## src/rtl/qcnt_pkg.sv

```systemverilog
package qcnt_pkg;
  typedef enum logic [1:0] {
    QM_OFF  = 2'd0,
    QM_QUAD = 2'd1,
    QM_PDIR = 2'd2,
    QM_UPDN = 2'd3
  } qmode_e;

  typedef enum logic [1:0] {
    QX_1  = 2'd0,
    QX_2  = 2'd1,
    QX_4  = 2'd2,
    QX_4B = 2'd3
  } qmult_e;

  typedef struct packed {
    logic up;
    logic dn;
  } qstep_t;
endpackage

```

## src/rtl/qcnt_sync.sv

```systemverilog
module qcnt_sync #(
  parameter int W      = 3,
  parameter int STAGES = 2
) (
  input  logic         clk,
  input  logic         rst_n,
  input  logic [W-1:0] d,
  output logic [W-1:0] q
);
  logic [W-1:0] pipe [STAGES];

  always_ff @(posedge clk or negedge rst_n) begin
    if (!rst_n) pipe[0] <= '0;
    else        pipe[0] <= d;
  end

  for (genvar i = 1; i < STAGES; i++) begin : g_stage
    always_ff @(posedge clk or negedge rst_n) begin
      if (!rst_n) pipe[i] <= '0;
      else        pipe[i] <= pipe[i-1];
    end
  end

  assign q = pipe[STAGES-1];
endmodule

```

## src/rtl/qcnt_decode.sv

```systemverilog
module qcnt_decode
  import qcnt_pkg::*;
(
  input  logic   clk,
  input  logic   rst_n,
  input  logic   a,
  input  logic   b,
  input  qmode_e mode,
  input  qmult_e mult,
  output qstep_t step
);
  logic a_p, b_p;
  logic da, db, single, fwd, rise_a, rise_b, quad_cnt;

  always_ff @(posedge clk or negedge rst_n) begin
    if (!rst_n) begin
      a_p <= 1'b0;
      b_p <= 1'b0;
    end else begin
      a_p <= a;
      b_p <= b;
    end
  end

  assign da     = a ^ a_p;
  assign db     = b ^ b_p;
  assign single = da ^ db;
  assign fwd    = a ^ b_p;
  assign rise_a = da & a;
  assign rise_b = db & b;

  always_comb begin
    unique case (mult)
      QX_1:    quad_cnt = rise_a & ~db;
      QX_2:    quad_cnt = da & ~db;
      default: quad_cnt = single;
    endcase
  end

  always_comb begin
    step = '{up: 1'b0, dn: 1'b0};
    unique case (mode)
      QM_QUAD: begin
        step.up = quad_cnt & fwd;
        step.dn = quad_cnt & ~fwd;
      end
      QM_PDIR: begin
        step.up = rise_a & b;
        step.dn = rise_a & ~b;
      end
      QM_UPDN: begin
        step.up = rise_a & ~rise_b;
        step.dn = rise_b & ~rise_a;
      end
      default: step = '{up: 1'b0, dn: 1'b0};
    endcase
  end
endmodule

```

## src/rtl/qcnt_index.sv

```systemverilog
module qcnt_index (
  input  logic clk,
  input  logic rst_n,
  input  logic z,
  input  logic ack,
  output logic seen
);
  logic z_p;

  always_ff @(posedge clk or negedge rst_n) begin
    if (!rst_n) begin
      z_p  <= 1'b0;
      seen <= 1'b0;
    end else begin
      z_p <= z;
      if (z & ~z_p)  seen <= 1'b1;
      else if (ack)  seen <= 1'b0;
    end
  end
endmodule

```

## src/rtl/qcnt_counter.sv

```systemverilog
module qcnt_counter
  import qcnt_pkg::*;
#(
  parameter int W = 24
) (
  input  logic         clk,
  input  logic         rst_n,
  input  qstep_t       step,
  input  logic         clr,
  input  logic [W-1:0] clr_val,
  output logic [W-1:0] count,
  output logic         ovf,
  output logic         wrap_up,
  output logic         wrap_dn
);
  localparam logic [W-1:0] TOP = {W{1'b1}};

  assign wrap_up = ~clr & step.up & (count == TOP);
  assign wrap_dn = ~clr & ~step.up & step.dn & (count == '0);

  always_ff @(posedge clk or negedge rst_n) begin
    if (!rst_n) begin
      count <= '0;
      ovf   <= 1'b0;
    end else if (clr) begin
      count <= clr_val;
      ovf   <= 1'b0;
    end else begin
      ovf <= wrap_up | wrap_dn;
      if (step.up)      count <= count + 1'b1;
      else if (step.dn) count <= count - 1'b1;
    end
  end
endmodule

```

## src/rtl/quad_count_chan.sv

```systemverilog
module quad_count_chan
  import qcnt_pkg::*;
#(
  parameter int CNT_W       = 24,
  parameter int SYNC_STAGES = 2
) (
  input  logic             clk,
  input  logic             rst_n,
  input  logic             enc_a,
  input  logic             enc_b,
  input  logic             enc_z,
  input  logic [1:0]       mode,
  input  logic [1:0]       mult,
  input  logic             mid_sel,
  input  logic             cnt_clr,
  input  logic             casc_en,
  input  logic             cy_up_in,
  input  logic             cy_dn_in,
  input  logic             idx_ack,
  output logic [CNT_W-1:0] count,
  output logic             ovf,
  output logic             idx_seen,
  output logic             cy_up_out,
  output logic             cy_dn_out
);
  localparam logic [CNT_W-1:0] MID_VAL = CNT_W'(1) << (CNT_W - 1);

  logic [2:0]       raw, syn;
  qstep_t           dec_step, sel_step;
  qmode_e           mode_e;
  logic [CNT_W-1:0] clr_val;

  assign raw    = {enc_z, enc_b, enc_a};
  assign mode_e = qmode_e'(mode);

  qcnt_sync #(.W(3), .STAGES(SYNC_STAGES)) u_sync (
    .clk(clk), .rst_n(rst_n), .d(raw), .q(syn)
  );

  qcnt_decode u_dec (
    .clk(clk), .rst_n(rst_n), .a(syn[0]), .b(syn[1]),
    .mode(mode_e), .mult(qmult_e'(mult)), .step(dec_step)
  );

  qcnt_index u_idx (
    .clk(clk), .rst_n(rst_n), .z(syn[2]), .ack(idx_ack), .seen(idx_seen)
  );

  always_comb begin
    if (mode_e == QM_OFF) sel_step = '{up: 1'b0, dn: 1'b0};
    else if (casc_en)     sel_step = '{up: cy_up_in, dn: cy_dn_in & ~cy_up_in};
    else                  sel_step = dec_step;
  end

  assign clr_val = mid_sel ? MID_VAL : '0;

  qcnt_counter #(.W(CNT_W)) u_cnt (
    .clk(clk), .rst_n(rst_n), .step(sel_step), .clr(cnt_clr),
    .clr_val(clr_val), .count(count), .ovf(ovf),
    .wrap_up(cy_up_out), .wrap_dn(cy_dn_out)
  );
endmodule

```

## config.mk

```make
export PLATFORM = sky130hd
export DESIGN_NAME = quad_count_chan
export DESIGN_NICKNAME = d
export VERILOG_FILES = /design/src/rtl/qcnt_pkg.sv /design/src/rtl/qcnt_sync.sv /design/src/rtl/qcnt_decode.sv /design/src/rtl/qcnt_index.sv /design/src/rtl/qcnt_counter.sv /design/src/rtl/quad_count_chan.sv
export SDC_FILE = /design/constraint.sdc
export NUM_CORES = 1
export LEC_CHECK = 0
export ABC_AREA = 1
export BUFFER_PORTS_ARGS = -buffer_cell sky130_fd_sc_hd__buf_2
export CORE_ASPECT_RATIO = 0.9
export CORE_MARGIN = 1.5
export CORE_UTILIZATION = 55
export CTS_CLUSTER_SIZE = 8
export DETAILED_ROUTE_END_ITERATION = 8
export PLACE_DENSITY_LB_ADDON = 0.08
export SLEW_MARGIN = 20
export SYNTH_ARGS = -nofsm -noshare
export SYNTH_HDL_FRONTEND = slang
export SYNTH_SLANG_ARGS = --single-unit
```

## constraint.sdc

```tcl
create_clock -name clk -period 6.65 [get_ports clk]
set_input_delay 0.665 -clock clk [delete_from_list [all_inputs] [get_ports clk]]
set_output_delay 0.665 -clock clk [all_outputs]
set_load 0.01 [all_outputs]
```

==> reports/qor.yml, run 1 <==
floorplanning:
  fp.coreArea_um2: 5760
  core.rowCount: 26
  start_util_pct: 57.6
  die-area_um2: 6510
  die_x_um: 84.9
  io_pins: 43
  die_h_um: 76.7
critical_path:
  arrival_ns: 3.41
  rr_worst_depth: 18
  cp_slowest_cell: "dfrtp_1"
  worstSetupEndpointType: "flop"
  cp_max_fo: 29
  cp.required_ns: 6.89
  worstSetupPathType: "reg2reg"
  slowest_delay_ns: 0.43
  crit_chain: "ha_1, nand2_1, nor2_1, nor2_2, nand2_1, nand2_2, nand2_4, inv_4, fa_1, inv_1, nand3_1, nand3_1, nand3_1, nand2_1, nand2_1, nand3b_1, nand3_1, o21ai_2"
  start_kind: "flop"
global_route:
  grt_pass1_wl_um: 14300
  grt_overflow: 0
  grt_antenna_before_repair: 0
  grt_pass1_vias: 3014
  grt_max_degree: 36
  grt_usage_pct: 27.6
synthesis:
  synth_seq_area_share_pct: 26.4
  synthFlopType: "dfrtp_1"
  synth_area_um2: 3320
  ys_seq_elements: 35
  yosys_warnings: 0
  synthXorXnorAreaFrac_pct: 2.64
  synthCells: 488
  synthesis.nets: 531
  synth_mux_area_share_pct: 0
  synth-simple-area-share_pct: 38.9
  ys_types: 34
  synth_top_family_by_area: "simple AND/OR/NAND/NOR gates"
  synth_compound_area_share_pct: 10.7
  synthAdderAreaFrac_pct: 10.8
  async_reset_ff_share_pct: 100
  synth_enable_flop_cells: 0
  syn_avg_cell_area_um2: 6.80
routing:
  drt-pass1-iter-count: 7
  drtIter0Drc: 189
  vias: 3287
  ant_nets: 0
  routed_wl_um: 8600
  drc_errors: 7
  routedWlPerCell_um: 14.3
  routed_via_density: 5.45
cts:
  cts_root_buffer: "clkbuf_8"
  ctsResizeCount: 0
  tritoncts: "yes"
  htreeDepth: 2
  cts_setup_buffers: 0
  cts.hold.buffers_added: 0
  path_clk_slew_ns: 0.09
  cts_sinks: 35
  cts_buffer_depth: 2
  cts_made_buffers: 5
  clk_latency_ns: 0.30
timing:
  drv_slew: 0
  setup_viol: 0
  finalHoldViolCount: 0
  worst_pin_slew_ns: 0.805
  period_share_pct: 47.6
  period_needed_ns: 3.16
  worst_clock_skew_ns: 0.00963
  relSlewSlack_pct: 46.3
  max_freq_ghz: 0.316
  tns_ns: 0
  rsz0062_at_grt: "no"
power_and_ir_drop:
  powerDensity_nw_per_um2: 442
  ir_drop_mv: 0.245
  leakagePower_nw: 2.01
place:
  port_buffers: 42
  dp.cells: 595
  hpwl_um: 6600
  gp_congestion: 0.873
status:
  status: "complete, but fails checks"
  violations: "DRC"
cells_and_area:
  final_common_cell: "nand2_1"
  nets: 575
  n_antenna_cell: 0
  syn_to_final_growth_pct: 10.2
  drive_gt1_share_pct: 17.1
  postLayoutCoreUtil_pct: 63.5
  layout_common_cells: "156 x nand2_1, 69 x inv_1, 42 x buf_2"
  stdcell_count: 603
job:
  drv_cap: 0
worst_hold_path:
  hold_path_class: "reg2reg"
  hold-path-cell-count: 0
==> worst paths after layout <==
| path | start | endpoint | slack, ns |
|---|---|---|---|
| worst max register to register | u_sync.q[0] | u_cnt.count[10] | 3.49 |
| max in group asynchronous | rst_n | u_cnt.count[15] | 5.70 |
| min in group asynchronous | rst_n | u_cnt.count[5] | 0.45 |
| worst min-delay path | u_sync.pipe[4] | u_sync.q[1] | 0.35 |
| worst max-delay path | u_sync.q[0] | u_cnt.count[10] | 3.49 |
| worst min register to register | u_sync.pipe[4] | u_sync.q[1] | 0.35 |
==> synthesized netlist by cell type, types with 2 or more instances <==
cell | count | area [µm²]
buf_12 | 3 | 60.1
nand2_4 | 3 | 33.8
nand4_1 | 16 | 100
o22ai_1 | 2 | 12.5
nand2_2 | 11 | 68.8
nor4_1 | 4 | 25.0
xnor2_1 | 7 | 61.3
o21ai_0 | 6 | 30.0
o21ai_2 | 19 | 166
xor2_1 | 3 | 26.3
nand3b_1 | 7 | 52.6
ha_1 | 27 | 338
o21ai_1 | 2 | 10.0
dfrtp_1 | 35 | 876
a21oi_1 | 21 | 105
nand3_1 | 35 | 175
nand2_1 | 156 | 586
o21bai_1 | 2 | 15.0
inv_1 | 69 | 259
nor2_1 | 40 | 150
or2_2 | 2 | 12.5
nor3_1 | 6 | 30.0
==> power breakdown <==
part           internal (mW)  leakage [nW]  switching (mW)
Clock                  0.114        0.0587          0.0938
Sequential             0.274         0.438          0.0963
Combinational          0.382          1.51           0.657
Total                  0.769          2.01           0.847
==> sequential cells by signal (all words and copies together), names as in the netlist <==
signal,count
u_cnt.count,24
u_sync.pipe,3
u_sync.q,3
u_cnt.ovf,1
u_dec.a_p,1
u_dec.b_p,1
u_idx.seen,1
u_idx.z_p,1
==> layer usage <==
layer / up-vias / wire length (µm) / global-route usage (%)
li1: 1664 / - / -
met1: 1484 / 3890 / 38.3
met4: 0 / 194 / 7.54
met2: 118 / 3940 / 44.9
met3: 21 / 579 / 4.31
met5: - / 0 / 0
==> cell families after synthesis <==
family          Yosys count
compound gates           54
xor+xnor                 10
fa+ha+maj                28
buf+inv                  76
flops                    35
simple gates            285
==> per-stage QoR <==
| stage | setup slack, ns | hold slack (ns) | total power [mW] | area [µm²] |
|---|---|---|---|---|
| 6_report | 3.49 | 0.353 | 1.62 | 3660 |
| 5_1_grt | 3.26 | 0.361 | 1.77 | 3660 |
| 4_1_cts | 3.53 | 0.354 | 1.61 | 3660 |
| 3_5_place_dp | 3.44 | 0.335 | 1.39 | 3540 |
| 3_3_place_gp | 3.46 | 0.333 | 1.38 | 3540 |
| 2_1_floorplan | 3.95 | 0.331 | 1.13 | 3320 |
==> final cells by class <==
class,instances,area [µm²]
repair buffers,42,210
inverters,71,277
well taps,70,87.6
fillers,549,2100
clock buffers,5,68.8
clock inverters,3,47.5
flip-flops and latches,35,876
multi-input cells,377,2090
==> worst max-delay path, delay by kind of cell (launching register included) <==
family	cells	cell delay, ns
and+or+nand+nor	13	1.54
adders and majority gates	2	0.73
DFF	1	0.43
buffers and inverters	2	0.24
AOI/OAI and AO/OA	1	0.15
Power figures use the tool's default switching activity.
==> run 2: changes to the inputs <==
--- a/config.mk
+++ b/config.mk
@@ -5,7 +5,7 @@
 export SDC_FILE = /design/constraint.sdc
 export NUM_CORES = 1
 export LEC_CHECK = 0
-export ABC_AREA = 1
+export ABC_AREA = 0
 export BUFFER_PORTS_ARGS = -buffer_cell sky130_fd_sc_hd__buf_2
 export CORE_ASPECT_RATIO = 0.9
 export CORE_MARGIN = 1.5
==> constraint.sdc (replaced) <==
create_clock -name clk -period 3.1 [get_ports clk]
set_input_delay 0.31 -clock clk [delete_from_list [all_inputs] [get_ports clk]]
set_output_delay 0.31 -clock clk [all_outputs]
set_load 0.01 [all_outputs]
==> run 2 against run 1 <==
Net effect:
- the run ends with setup timing left
- critical path depth down 3
- maximum frequency decreased by 3.2%
- cell area grew 11%
- flip-flop and latch count is the same
- non-clock buffer count up 53
- power increased to 2.7 times the previous value
- global-route usage grew 2.9 points
- largest cell class unchanged
- largest power group unchanged
- highest routed layer unchanged
==> reports/qor.yml, run 2 <==
status:
  status: "complete, but fails checks"
  violations: "setup timing"
floorplanning:
  fp.coreArea_um2: 4830
  die_x_um: 77.8
  io_pins: 43
  die_h_um: 70.3
  die-area_um2: 5470
  start_util_pct: 57.3
  core.rowCount: 24
cells_and_area:
  largest-register: "u_cnt.count"
  postLayoutCoreUtil_pct: 84.1
  nets: 433
  final_area_um2: 4070
  largest_reg_flops: 24
  drive_gt1_share_pct: 46.8
  syn_to_final_growth_pct: 46.7
  stdcell_count: 456
  layout_common_cells: "46 x buf_4, 42 x buf_2, 35 x dfrtp_1"
  n_antenna_cell: 0
  final_common_cell: "buf_4"
critical_path:
  critPathTopFamily: "compound AO/OA/AOI/OAI gates"
  worstSetupEndpointType: "flop"
  worst-path-buf-inv: 2
  crit_chain: "inv_2, ha_4, nor2b_1, a22o_1, nand3_2, a21o_4, buf_6, ha_4, a211oi_4, o21bai_2, o211ai_4, o31ai_4, a31oi_4, xnor2_2, a22o_1"
  arrival_ns: 3.46
  slowest_delay_ns: 0.40
  worstSetupPathType: "reg2reg"
  cp_max_fo: 5
  start_kind: "flop"
  cp_slowest_cell: "o31ai_4"
  cp.required_ns: 3.29
routing:
  ant_nets: 0
  drc_errors: 0
  drtIter0Drc: 333
  routed_wl_um: 9930
  routedWlPerCell_um: 21.8
  drt-pass1-iter-count: 7
  routed_via_density: 6.64
  vias: 3028
timing:
  worst_pin_slew_ns: 0.817
  fin_ws_ns: -0.169
  relSlewSlack_pct: 45.6
  finalHoldViolCount: 0
  period_needed_ns: 3.27
  whs_ns: 0.0996
  drv_slew: 0
  rsz0062_at_grt: "yes"
  period_share_pct: 105
  setup_viol: 12
  max_freq_ghz: 0.306
  worst_clock_skew_ns: 0.00334
  tns_ns: -0.895
place:
  dp.cells: 434
  port_buffers: 42
  place_area_um2: 3310
  gp_congestion: 0.949
  pre_cts_slack_ns: -0.217
  hpwl_um: 5460
synthesis:
  synthFlopType: "dfrtp_1"
  synth_commonest_cells: "35 x dfrtp_1, 27 x ha_1, 22 x nand2_1, 15 x a21oi_1, 15 x nor2_1"
  async_reset_ff_share_pct: 100
  synth_seq_area_share_pct: 31.6
  ys_seq_elements: 35
  synth_top_area_cell: "dfrtp_1"
  synth_enable_flop_cells: 0
  synth.most_common_cell: "dfrtp_1"
  ys_top_cells_by_area: "dfrtp_1 32%, ha_1 12%, a22o_1 4.1%"
  synthCells: 295
  synth_area_um2: 2770
  synth_top_area_share_pct: 31.6
  syn_avg_cell_area_um2: 9.39
  synthesis.nets: 338
  yosys_warnings: 0
  ys_types: 60
global_route:
  grt_pass1_wl_um: 13200
  top_usage_layer: "met2"
  use_met1_pct: 40.1
  grt_usage_pct: 30.6
  met2_usage_pct: 50.8
  globalRouteMet3Util_pct: 3.92
  grt_pass1_vias: 2768
  grt_antenna_before_repair: 0
  grt_max_degree: 36
  grt_overflow: 0
cts:
  cts_buffer_depth: 2
  tritoncts: "yes"
  cts_root_buffer: "clkbuf_8"
  htreeDepth: 2
  cts.hold.buffers_added: 0
  path_clk_slew_ns: 0.07
  cts_made_buffers: 5
  cts_sinks: 35
  clk_latency_ns: 0.30
job:
  drv_cap: 0
power_and_ir_drop:
  leakagePower_nw: 1.86
  p_total_mw: 4.35
  powerDensity_nw_per_um2: 1070
  ir_drop_mv: 0.710
worst_hold_path:
  hold_path_class: "in2async"
run 2: cell count changes after synthesis, sizes merged, moves of 10 or more:
cell	previous run	this run
o31ai	0	11
o21ai	27	13
a22o	0	13
a21o	0	10
nand2	170	22
inv	71	12
nor2	42	15
nand3	36	6
run 2: where the power goes:
group | internal [mW] | switching (mW)
Clock | 0.203 | 0.176
Sequential | 0.586 | 0.271
Combinational | 1.51 | 1.60
Total | 2.30 | 2.05
run 2: routing by layer:
metal / vias to the layer above / share of wire, %
met2: 195 / 47
met1: 1458 / 41
met5: - / 0
met4: 0 / 4.2
li1: 1321 / -
met3: 54 / 8.1
run 2: what timing repair did:
item / 4_1_cts / 5_1_grt
pin swaps: 18 / 23
setup endpoints to repair: 12 / 16
buffers inserted: 7 / 5
resized for setup: 40 / 52
cloned: 0 / 2
run 2: cells by family (layout without fill, tap and decap cells):
logic type	after synthesis	in the layout	share of synthesized area [%]
simple gates	92	92	17.2
flops	35	35	31.6
buf+inv	20	115	4.02
compound gates	98	99	27.1
fa+ha+maj	28	28	12.9
mux	2	2	0.767
xor+xnor	20	20	6.32
run 2: worst register-to-register path: cells and delay by family, from the launching register on:
| kind | cells | cell delay, ns |
|---|---|---|
| compound gates | 8 | 1.67 |
| fa+ha+maj | 2 | 0.48 |
| flops | 1 | 0.39 |
| simple gates | 2 | 0.25 |
| buf+inv | 2 | 0.22 |
| xor+xnor | 1 | 0.16 |
run 2: area by class of cell:
class	instances	area (µm²)
Tap cell	65	81.3
Sequential cell	35	876
Multi-Input combinational cell	241	2290
Timing Repair Buffer	95	666
Fill cell	262	769
Inverter	12	47.5
Clock buffer	8	100
run 2: final timing paths:
path	from	endpoint	slack [ns]	cells past startpoint
min in group clk	enc_z	u_sync.pipe[5]	0.11	1
worst min register to register	u_sync.pipe[4]	u_sync.q[1]	0.35	0
worst max register to register	u_dec.b_p	u_cnt.count[17]	-0.17	15
worst min-delay path	rst_n	u_dec.a_p	0.1	1
worst max-delay path	u_dec.b_p	u_cnt.count[17]	-0.17	15
max in group asynchronous	rst_n	u_sync.q[2]	2.49	1
